File: src/rtl/fmt656_pkg.sv
package fmt656_pkg;

    // Line numbers reach 625, so ten bits are fixed by the standards.
    localparam int LINE_W = 10;

    typedef enum logic [1:0] {
        REG_BLANK  = 2'd0,
        REG_EAV    = 2'd1,
        REG_SAV    = 2'd2,
        REG_ACTIVE = 2'd3
    } region_e;

    typedef struct packed {
        logic f;
        logic v;
    } fv_t;

    typedef struct packed {
        logic [7:0] data;
        logic       hsync;
        logic       vsync;
        logic       fid;
        logic       vblk;
        logic       avid;
        logic       is_status;
    } fmt_out_t;

    // Status byte of a timing code with its protection bits.
    function automatic logic [7:0] status_byte(logic f, logic v, logic h);
        return {1'b1, f, v, h, v ^ h, f ^ h, f ^ v, f ^ v ^ h};
    endfunction

    // Field and vertical blanking flags for a 1-based frame line.
    function automatic fv_t line_flags(logic [LINE_W-1:0] ln, logic is625);
        fv_t r;
        if (is625) begin
            r.f = (ln > 10'd312);
            r.v = (ln <= 10'd22) || (ln >= 10'd311 && ln <= 10'd335) || (ln >= 10'd624);
        end else begin
            r.f = (ln < 10'd4) || (ln > 10'd265);
            r.v = (ln <= 10'd19) || (ln >= 10'd264 && ln <= 10'd282);
        end
        return r;
    endfunction

    // 1-based line number inside the current field.
    function automatic logic [LINE_W-1:0] field_line(logic [LINE_W-1:0] ln, logic is625);
        logic [LINE_W-1:0] r;
        if (is625) begin
            r = (ln <= 10'd312) ? ln : ln - 10'd312;
        end else if (ln >= 10'd4 && ln <= 10'd265) begin
            r = ln - 10'd3;
        end else if (ln >= 10'd266) begin
            r = ln - 10'd265;
        end else begin
            r = ln + 10'd260;
        end
        return r;
    endfunction

endpackage

File: src/rtl/fmt656_timing.sv
module fmt656_timing
    import fmt656_pkg::*;
#(
    parameter int TOTAL_525 = 858,
    parameter int TOTAL_625 = 864,
    parameter int H_W       = 11
) (
    input  logic              clk,
    input  logic              rst,
    input  logic              clk_en,
    input  logic              std625,
    output logic [H_W-1:0]    h_cnt,
    output logic [LINE_W-1:0] line,
    output logic [H_W-1:0]    line_bytes
);

    logic [LINE_W-1:0] frame_lines;

    always_comb begin
        line_bytes  = std625 ? H_W'(2 * TOTAL_625) : H_W'(2 * TOTAL_525);
        frame_lines = std625 ? LINE_W'(625) : LINE_W'(525);
    end

    always_ff @(posedge clk) begin
        if (rst) begin
            h_cnt <= '0;
            line  <= LINE_W'(1);
        end else if (clk_en) begin
            if (h_cnt >= line_bytes - H_W'(1)) begin
                h_cnt <= '0;
                line  <= (line >= frame_lines) ? LINE_W'(1) : line + LINE_W'(1);
            end else begin
                h_cnt <= h_cnt + H_W'(1);
            end
        end
    end

    // the line number moves only together with a wrap to byte 0
    a_r6_line_at_wrap: assert property (@(posedge clk) disable iff (rst)
        (line != $past(line)) |-> (h_cnt == '0));

    // the byte counter wraps only from the last byte of a line
    a_r3_wrap_at_end: assert property (@(posedge clk) disable iff (rst)
        (h_cnt == '0 && $past(h_cnt) != '0) |-> ($past(h_cnt) >= $past(line_bytes) - H_W'(1)));

endmodule

File: src/rtl/fmt656_window.sv
module fmt656_window
    import fmt656_pkg::*;
#(
    parameter int ACTIVE_PIX  = 720,
    parameter int HSYNC_BYTES = 128,
    parameter int VSYNC_LINES = 3,
    parameter int H_W         = 11,
    parameter int PIX_W       = 10
) (
    input  logic              std625,
    input  logic              emb_en,
    input  logic [H_W-1:0]    h_cnt,
    input  logic [LINE_W-1:0] line,
    input  logic [H_W-1:0]    line_bytes,
    input  logic [PIX_W-1:0]  crop_hstart,
    input  logic [PIX_W-1:0]  crop_hstop,
    input  logic [LINE_W-1:0] crop_vstart,
    input  logic [LINE_W-1:0] crop_vstop,
    output region_e           region,
    output fv_t               flags,
    output logic              hsync,
    output logic              vsync,
    output logic              vblk,
    output logic              avid
);

    localparam int SW = H_W + PIX_W + 2;

    logic [H_W-1:0]    act_start;
    logic [LINE_W-1:0] fline;
    logic [SW-1:0]     pos_early, win_lo, win_hi;

    always_comb begin
        act_start = line_bytes - H_W'(2 * ACTIVE_PIX);
        if (h_cnt < H_W'(4))                     region = REG_EAV;
        else if (h_cnt >= act_start)             region = REG_ACTIVE;
        else if (h_cnt >= act_start - H_W'(4))   region = REG_SAV;
        else                                     region = REG_BLANK;

        flags = line_flags(line, std625);
        fline = field_line(line, std625);
        hsync = (h_cnt < H_W'(HSYNC_BYTES));
        vsync = (fline <= LINE_W'(VSYNC_LINES));
        vblk  = flags.v || (fline < crop_vstart) || (fline > crop_vstop);

        // Compare against the position four bytes ahead so no subtraction can wrap.
        pos_early = SW'(h_cnt) + SW'(4);
        win_lo    = SW'(act_start) + (SW'(crop_hstart) << 1) + (emb_en ? SW'(0) : SW'(4));
        win_hi    = SW'(act_start) + (SW'(crop_hstop) << 1) + SW'(1);
        avid      = !vblk && (pos_early >= win_lo) && (SW'(h_cnt) <= win_hi);
    end

endmodule

File: src/rtl/fmt656_mux.sv
module fmt656_mux
    import fmt656_pkg::*;
(
    input  region_e    region,
    input  fv_t        flags,
    input  logic       emb_en,
    input  logic [1:0] idx,
    input  logic [7:0] in_y,
    input  logic [7:0] in_cb,
    input  logic [7:0] in_cr,
    output logic [7:0] data,
    output logic       is_status
);

    logic [7:0] fill;

    always_comb begin
        fill      = idx[0] ? 8'h10 : 8'h80;
        data      = fill;
        is_status = 1'b0;
        unique case (region)
            REG_EAV, REG_SAV: begin
                if (emb_en) begin
                    unique case (idx)
                        2'd0:    data = 8'hFF;
                        2'd3: begin
                            data      = status_byte(flags.f, flags.v, region == REG_EAV);
                            is_status = 1'b1;
                        end
                        default: data = 8'h00;
                    endcase
                end
            end
            REG_ACTIVE: begin
                unique case (idx)
                    2'd0:    data = in_cb;
                    2'd2:    data = in_cr;
                    default: data = in_y;
                endcase
            end
            default: data = fill;
        endcase
    end

endmodule

File: src/rtl/bt656_formatter.sv
module bt656_formatter
    import fmt656_pkg::*;
#(
    parameter int ACTIVE_PIX  = 720,
    parameter int TOTAL_525   = 858,
    parameter int TOTAL_625   = 864,
    parameter int HSYNC_BYTES = 128,
    parameter int VSYNC_LINES = 3,
    parameter int PIX_W       = 10
) (
    input  logic              clk,
    input  logic              rst,
    input  logic              clk_en,
    input  logic              std625,
    input  logic              emb_en,
    input  logic [7:0]        in_y,
    input  logic [7:0]        in_cb,
    input  logic [7:0]        in_cr,
    input  logic [PIX_W-1:0]  crop_hstart,
    input  logic [PIX_W-1:0]  crop_hstop,
    input  logic [LINE_W-1:0] crop_vstart,
    input  logic [LINE_W-1:0] crop_vstop,
    output logic [7:0]        out_byte,
    output logic              out_hsync,
    output logic              out_vsync,
    output logic              out_fid,
    output logic              out_vblk,
    output logic              out_avid
);

    localparam int TMAX = (TOTAL_625 > TOTAL_525) ? TOTAL_625 : TOTAL_525;
    localparam int H_W  = $clog2(2 * TMAX + 1);

    logic [H_W-1:0]    h_cnt, line_bytes;
    logic [LINE_W-1:0] line;
    region_e           region;
    fv_t               flags;
    fmt_out_t          nxt, q;

    fmt656_timing #(
        .TOTAL_525(TOTAL_525), .TOTAL_625(TOTAL_625), .H_W(H_W)
    ) u_timing (
        .clk(clk), .rst(rst), .clk_en(clk_en), .std625(std625),
        .h_cnt(h_cnt), .line(line), .line_bytes(line_bytes)
    );

    fmt656_window #(
        .ACTIVE_PIX(ACTIVE_PIX), .HSYNC_BYTES(HSYNC_BYTES),
        .VSYNC_LINES(VSYNC_LINES), .H_W(H_W), .PIX_W(PIX_W)
    ) u_window (
        .std625(std625), .emb_en(emb_en), .h_cnt(h_cnt), .line(line),
        .line_bytes(line_bytes), .crop_hstart(crop_hstart), .crop_hstop(crop_hstop),
        .crop_vstart(crop_vstart), .crop_vstop(crop_vstop),
        .region(region), .flags(flags), .hsync(nxt.hsync), .vsync(nxt.vsync),
        .vblk(nxt.vblk), .avid(nxt.avid)
    );

    fmt656_mux u_mux (
        .region(region), .flags(flags), .emb_en(emb_en), .idx(h_cnt[1:0]),
        .in_y(in_y), .in_cb(in_cb), .in_cr(in_cr),
        .data(nxt.data), .is_status(nxt.is_status)
    );

    assign nxt.fid = flags.f;

    always_ff @(posedge clk) begin
        if (rst)         q <= '0;
        else if (clk_en) q <= nxt;
    end

    always_comb begin
        out_byte  = q.data;
        out_hsync = q.hsync;
        out_vsync = q.vsync;
        out_fid   = q.fid;
        out_vblk  = q.vblk;
        out_avid  = q.avid;
    end

    // every emitted status byte has its top bit set and consistent protection
    a_r1_status_bits: assert property (@(posedge clk) disable iff (rst)
        q.is_status |-> (q.data[7] && (q.data[3] == (q.data[5] ^ q.data[4]))
                         && (q.data[2] == (q.data[6] ^ q.data[4]))
                         && (q.data[1] == (q.data[6] ^ q.data[5]))
                         && (q.data[0] == (q.data[6] ^ q.data[5] ^ q.data[4]))));

    // nothing moves at the outputs while the enable is low
    a_r10_hold: assert property (@(posedge clk) disable iff (rst)
        !clk_en |=> ($stable(out_byte) && $stable(out_avid) && $stable(out_fid)));

    // vertical sync lines lie inside vertical blanking
    a_r7_vsync_in_blank: assert property (@(posedge clk) disable iff (rst)
        out_vsync |-> out_vblk);

    // active video and horizontal sync never overlap
    a_r9_avid_no_hsync: assert property (@(posedge clk) disable iff (rst)
        out_avid |-> !out_hsync);

endmodule

File: config.mk
export PLATFORM = sky130hd
export DESIGN_NAME = bt656_formatter
export DESIGN_NICKNAME = d
export VERILOG_FILES = /design/src/rtl/fmt656_pkg.sv /design/src/rtl/fmt656_timing.sv /design/src/rtl/fmt656_window.sv /design/src/rtl/fmt656_mux.sv /design/src/rtl/bt656_formatter.sv
export SDC_FILE = /design/constraint.sdc
export NUM_CORES = 1
export LEC_CHECK = 0
export BUFFER_PORTS_ARGS = -buffer_cell sky130_fd_sc_hd__buf_2
export CAP_MARGIN = 15
export CORE_MARGIN = 2
export CORE_UTILIZATION = 49
export CTS_CLUSTER_SIZE = 30
export DETAILED_ROUTE_END_ITERATION = 12
export MAX_ROUTING_LAYER = met4
export PLACE_DENSITY = 0.7
export SLEW_MARGIN = 20
export SYNTH_ARGS = -nofsm -noshare
export SYNTH_HDL_FRONTEND = slang
export SYNTH_HIERARCHICAL = 1
export SYNTH_SLANG_ARGS = --single-unit
File: constraint.sdc
create_clock -name clk -period 4.63 [get_ports clk]
set_input_delay 0.6945 -clock clk [delete_from_list [all_inputs] [get_ports clk]]
set_output_delay 0.6945 -clock clk [all_outputs]
set_load 0.02 [all_outputs]
==> summary.md, run 1 <==
| Metric | Value |
|---|---|
| Crit-path max FO | 9 |
| IO Count | 82 |
| Total grt overflow | 0 |
| Clk root buf | clkbuf_16 |
| Vias | 5759 |
| First-pass GRT wire length | 25.0 mm |
| Fmax achieved | 236 MHz |
| Chip Width | 114 um |
| Core area | 11900 um2 |
| Hold_ws | 0.490 ns |
| Cts-stage hold buffer count | 0 |
| Vias in the first global route | 5412 |
| CP Data Required Time | 4.85 ns |
| Crit path cell chain | or4_1, a311o_1, a21oi_4, buf_4, nor3_1, a211oi_1, xnor2_1, ha_1, o21a_1, o21a_1, o211ai_1, a31oi_1, a211o_1, a2111oi_2, mux2i_1, nor2_1 |
| # nets final | 1050 |
| Worst hold path class | flip-flop to flip-flop |
| Post-Syn Area | 5920 um2 |
| Start of the worst register-to-register path | u_timing/line[4]$_SDFFE_PP0P_ |
| Worst Max-Slew Pin Slew | 0.877 ns |
| Critical Path Source Type | flip-flop |
| CP max-delay cell | or4_1 |
| Period minus WS final | 4.24 ns |
| Fin cells | 1004 |
| Clock slew at reported path FFs | 0.06 ns |
| Status | finished clean |
| PortBufs | 81 |
| Max IR drop VDD | 0.000152 V |
| Crit share post-route | 91.7% |
| Post-Route WL | 15.1 mm |
| GPL Wtd Cong | 0.940 |
| Drt pass-1 iters | 5 |
| Detailed-placement wirelength estimate | 11.9 mm |
| Worst-Skew Late Latency | 0.28 ns |
| DRT iter0 DRCs | 377 |
| RSZ-0062 raised after global routing | no |
| H-tree depth | 2 |
| WS Path Type | flip-flop to flip-flop |
| CP delay by family, top | compound AO/OA/AOI/OAI gates |
| Post-Synthesis Cells | 771 |
| Hold_sp | out_byte[3]$_SDFFE_PP0P_ |
| Routed len/inst | 15.0 um |
| Initial antenna violation count | 0 |
| Die area | 13000 um2 |
| Remaining DRCs | 0 |
| Clock tree from TritonCTS | done |
| Setup Total Neg Slack | 0 ns |
| CTS buffer count | 5 |
| Longest Clk Path Bufs | 2 |
| Finish-stage setup viols | 0 |
| ANT nets after route | 0 |
| Area delta synth->final | 13.1% |
| Worst path most repeated cell | o21a_1 |
| Die Height | 114 um |
| Syn. warnings | 6 |
| ANT cells | 0 |
| Fraction of layout cells with a size suffix above 1 | 15.3% |
| Pwr dens | 176 nW/um2 |
| Cts repair resizes | 0 |
| Hold Violations, Final | 0 |
| Reg2reg setup slack | 0.39 ns |
| Post-CTS Setup Bufs | 0 |
| Starting Density | 49.7% |
| Via density | 5.74 |
| Buf/Inv on CP | 1 |
| Placed Cells | 996 |
| Worst rel slew slack | 41.5% |
| GRT Total Usage | 23.9% |
| Sink Count | 34 |
| Crit. End Element | flip-flop |
| Leakage | 3.23 nW |
| Largest net degree at the start of global routing | 32 |
| # Max-Cap Violations | 0 |
| Row cnt | 40 |
| Final clock skew | 0.00378 ns |
| Slowest stage delay, CP | 0.62 ns |
| Post-layout util | 56.2% |
| Pins over their slew limit | 0 |
| Critical path arrival | 4.46 ns |
| Synth Area per Inst | 7.68 um2 |
| Critical Path Start | u_timing/line[4]$_SDFFE_PP0P_ |
-- per-stage QoR --
| stage | setup slack [ns] | instance area (um2) | total power, mW |
|---|---|---|---|
| floorplan | 0.532 | 5940 | 0.676 |
| global placement | 0.301 | 6500 | 0.780 |
| detailed placement | 0.200 | 6500 | 0.787 |
| CTS | 0.173 | 6670 | 1.18 |
| global route | 0.0626 | 6700 | 1.27 |
| finish | 0.385 | 6700 | 1.18 |
-- path summary, 6_finish.rpt --
path / end / cells past startpoint
setup / recovery: out_avid$_SDFFE_PP0P_ / 16
hold / removal: out_byte[3]$_SDFFE_PP0P_ / 2
setup reg to reg: out_avid$_SDFFE_PP0P_ / 16
hold reg to reg: out_byte[3]$_SDFFE_PP0P_ / 2
-- layout by cell type, fill, tap and decap left out, types with 22 or more instances in the layout --
master	n
ha_1	122
buf_2	81
a21oi_1	74
inv_1	69
nor2_1	58
nand2_1	46
o21ai_0	37
xnor2_1	34
dfxtp_1	32
buf_4	23
nand3_1	23
xor2_1	22
-- cell type report --
cell class / count / area, um2
Multi-Input combinational cell: 641 / 4820
Inverter: 70 / 263
Clock buffer: 5 / 125
Fill cell: 1136 / 5220
Tap cell: 147 / 184
Timing Repair Buffer: 104 / 578
Sequential cell: 34 / 683
Clock inverter: 3 / 45.0
-- sequential cells by signal, indices dropped and copies added (netlist names) --
signal,flops
out_vsync,1
out_fid,1
out_vblk,1
u_timing/line,10
u_timing/h_cnt,11
out_hsync,1
out_byte,8
out_avid,1
-- power breakdown --
part           leakage [nW]  switching, mW  total (mW)  internal, mW
Sequential            0.277         0.0112       0.313         0.302
Combinational          2.88          0.258       0.474         0.217
Clock                0.0760          0.134       0.387         0.254
Total                  3.23          0.403        1.18         0.773
-- worst min-delay path: cells and delay by family, from the launching register on --
kind | cells | cell delay [ns]
flops | 1 | 0.32
simple gates | 1 | 0.07
mux | 1 | 0.06
-- metal layers --
layer / vias to the layer above / global-route usage, % / wire, um
met1: 2624 / 31.2 / 7190
met5: - / - / 0
met2: 169 / 39.4 / 6860
met4: 0 / 6.50 / 290
li1: 2939 / - / -
met3: 27 / 2.44 / 729
Power figures use the tool's default switching activity.
==> run 2, diff against run 1 <==
--- a/config.mk
+++ b/config.mk
@@ -12,7 +12,7 @@
 export CTS_CLUSTER_SIZE = 30
 export DETAILED_ROUTE_END_ITERATION = 12
 export MAX_ROUTING_LAYER = met4
-export PLACE_DENSITY = 0.7
+export PLACE_DENSITY_LB_ADDON = 0.12
 export SLEW_MARGIN = 20
 export SYNTH_ARGS = -nofsm -noshare
 export SYNTH_HDL_FRONTEND = slang
==> summary.md, run 2 (synthesis results as in run 1) <==
| Metric | Value |
|---|---|
| Critical Path Source Type | flip-flop |
| Met2 Use GR | 45.1% |
| Post-layout util | 56.7% |
| Fin cells | 1008 |
| Gate power share | 38.7% |
| Crit-path max FO | 7 |
| Setup Total Neg Slack | 0 ns |
| H-tree depth | 2 |
| Placed Cells | 996 |
| PortBufs | 81 |
| Final clock skew | 0.00533 ns |
| CTS buffer count | 5 |
| Worst hold path class | flip-flop to flip-flop |
| Via density | 5.89 |
| M3 GR Usage | 2.07% |
| Clk root buf | clkbuf_16 |
| DRT iter0 DRCs | 361 |
| Status | finished clean |
| Core area | 11900 um2 |
| Crit share post-route | 94.7% |
| Pre-CTS worst setup slack | 0.171 ns |
| Switching pwr | 0.407 mW |
| Chip Width | 114 um |
| # Max-Cap Violations | 0 |
| Detailed-placement wirelength estimate | 13.1 mm |
| Setup ws final | 0.245 ns |
| Remaining DRCs | 0 |
| CP max-delay cell | or4_4 |
| Crit. End Element | flip-flop |
| Most common cell after layout, fill and taps aside | ha_1 |
| IO Count | 82 |
| Cts-stage hold buffer count | 0 |
| Part of the power in the clock network | 36.0% |
| Vias | 5937 |
| Hold Violations, Final | 0 |
| Leakage | 3.27 nW |
| Total power | 1.24 mW |
| Hold_ws | 0.487 ns |
| Routed len/inst | 16.1 um |
| Die Height | 114 um |
| ANT cells | 0 |
| Vias in the first global route | 5731 |
| Fraction of layout cells with a size suffix above 1 | 15.6% |
| Crit path cell chain | inv_1, ha_1, nor2b_1, o21ai_0, a21oi_4, nand2_1, and3b_1, or4_4, ha_1, nand2_1, nor2_1, o21ai_0, a311o_1, a211o_1, a2111oi_0, mux2i_1, nor2_1 |
| Placed cell area | 6520 um2 |
| Worst Max-Slew Pin Slew | 0.823 ns |
| Critical path arrival | 4.60 ns |
| Sequential cell fraction of total power | 25.3% |
| WS Path Type | flip-flop to flip-flop |
| Pwr dens | 183 nW/um2 |
| Worst-Skew Late Latency | 0.28 ns |
| Max reg flops | 11 |
| First-pass GRT wire length | 26.9 mm |
| Starting Density | 49.7% |
| Pins over their slew limit | 0 |
| GRT Total Usage | 25.8% |
| Die area | 13000 um2 |
| RSZ-0062 raised after global routing | no |
| Global routing's busiest layer | met2 |
| Clock tree from TritonCTS | done |
| Period minus WS final | 4.38 ns |
| Sink Count | 34 |
| Largest register by flop count | u_timing/h_cnt |
| CP Data Required Time | 4.85 ns |
| Fmax achieved | 228 MHz |
| Initial antenna violation count | 0 |
| Max IR drop VDD | 0.000201 V |
| Row cnt | 40 |
| ANT nets after route | 0 |
| M1 GR Usage | 33.1% |
| Area delta synth->final | 14.2% |
| Post-Route WL | 16.3 mm |
| Slowest stage delay, CP | 0.55 ns |
| Total grt overflow | 0 |
| Clock slew at reported path FFs | 0.06 ns |
| Largest net degree at the start of global routing | 32 |
| Sw Ratio | 32.9% |
| Internal power | 0.829 mW |
| # nets final | 1054 |
| Longest Clk Path Bufs | 2 |
| Drt pass-1 iters | 7 |
| Worst rel slew slack | 45.1% |
| Finish-stage setup viols | 0 |
| Final Cell Area | 6760 um2 |
| GPL Wtd Cong | 0.890 |
| Most frequent cells in the layout | 122 x ha_1, 81 x buf_2, 74 x a21oi_1, 69 x inv_1, 58 x nor2_1 |
-- run 2: cell count changes in the layout (fill, tap and decap cells not counted), sizes merged --
cell      delta
buf          +4
clkinvlp     -2
bufinv       +1
clkinv       +1
-- run 2: timing repair --
action,in CTS,in global routing
buffers inserted,0,4
setup endpoints to repair,0,1
resized for setup,0,6
-- run 2: area by class of cell --
| type | instances | area (um2) |
|---|---|---|
| clock buffer | 5 | 125 |
| clock inverter | 3 | 68.8 |
| fill | 1130 | 5150 |
| inverter | 70 | 263 |
| multi-input combinational | 641 | 4810 |
| sequential | 34 | 683 |
| tap | 147 | 184 |
| timing repair buffer | 108 | 621 |
-- run 2: per-layer routing --
| layer | wire [um] | share of wire [%] | vias up |
|---|---|---|---|
| li1 | - | - | 2956 |
| met1 | 7760 | 48 | 2827 |
| met2 | 7780 | 48 | 145 |
| met3 | 590 | 3.6 | 9 |
| met4 | 138 | 0.85 | 0 |
| met5 | 0 | 0 | - |
-- run 2: power by group through the flow --
| stage | registers [mW] | logic, mW | clock network [mW] |
|---|---|---|---|
| global placement | 0.319 | 0.457 | 0 |
| CTS | 0.312 | 0.474 | 0.452 |
| global route | 0.314 | 0.541 | 0.462 |
| floorplan | 0.326 | 0.351 | 0 |
| finish | 0.313 | 0.478 | 0.445 |
| detailed placement | 0.319 | 0.472 | 0 |
-- run 2: final timing paths --
check	start	end	slack (ns)	cells past startpoint
setup / recovery	u_timing/line[0]$_SDFFE_PP1P_	out_avid$_SDFFE_PP0P_	0.25	17
hold reg to reg	out_byte[3]$_SDFFE_PP0P_	out_byte[3]$_SDFFE_PP0P_	0.49	2
setup reg to reg	u_timing/line[0]$_SDFFE_PP1P_	out_avid$_SDFFE_PP0P_	0.25	17
hold / removal	out_byte[3]$_SDFFE_PP0P_	out_byte[3]$_SDFFE_PP0P_	0.49	2
-- run 2: worst max-delay path: cells and delay by family (launching register included) --
family / cells / cell delay [ns]
multiplexers: 1 / 0.13
flip-flops: 1 / 0.46
AND/OR/NAND/NOR: 7 / 1.37
buffers and inverters: 1 / 0.15
AO/OA/AOI/OAI: 6 / 1.65
adder cells (fa/ha/maj): 2 / 0.56
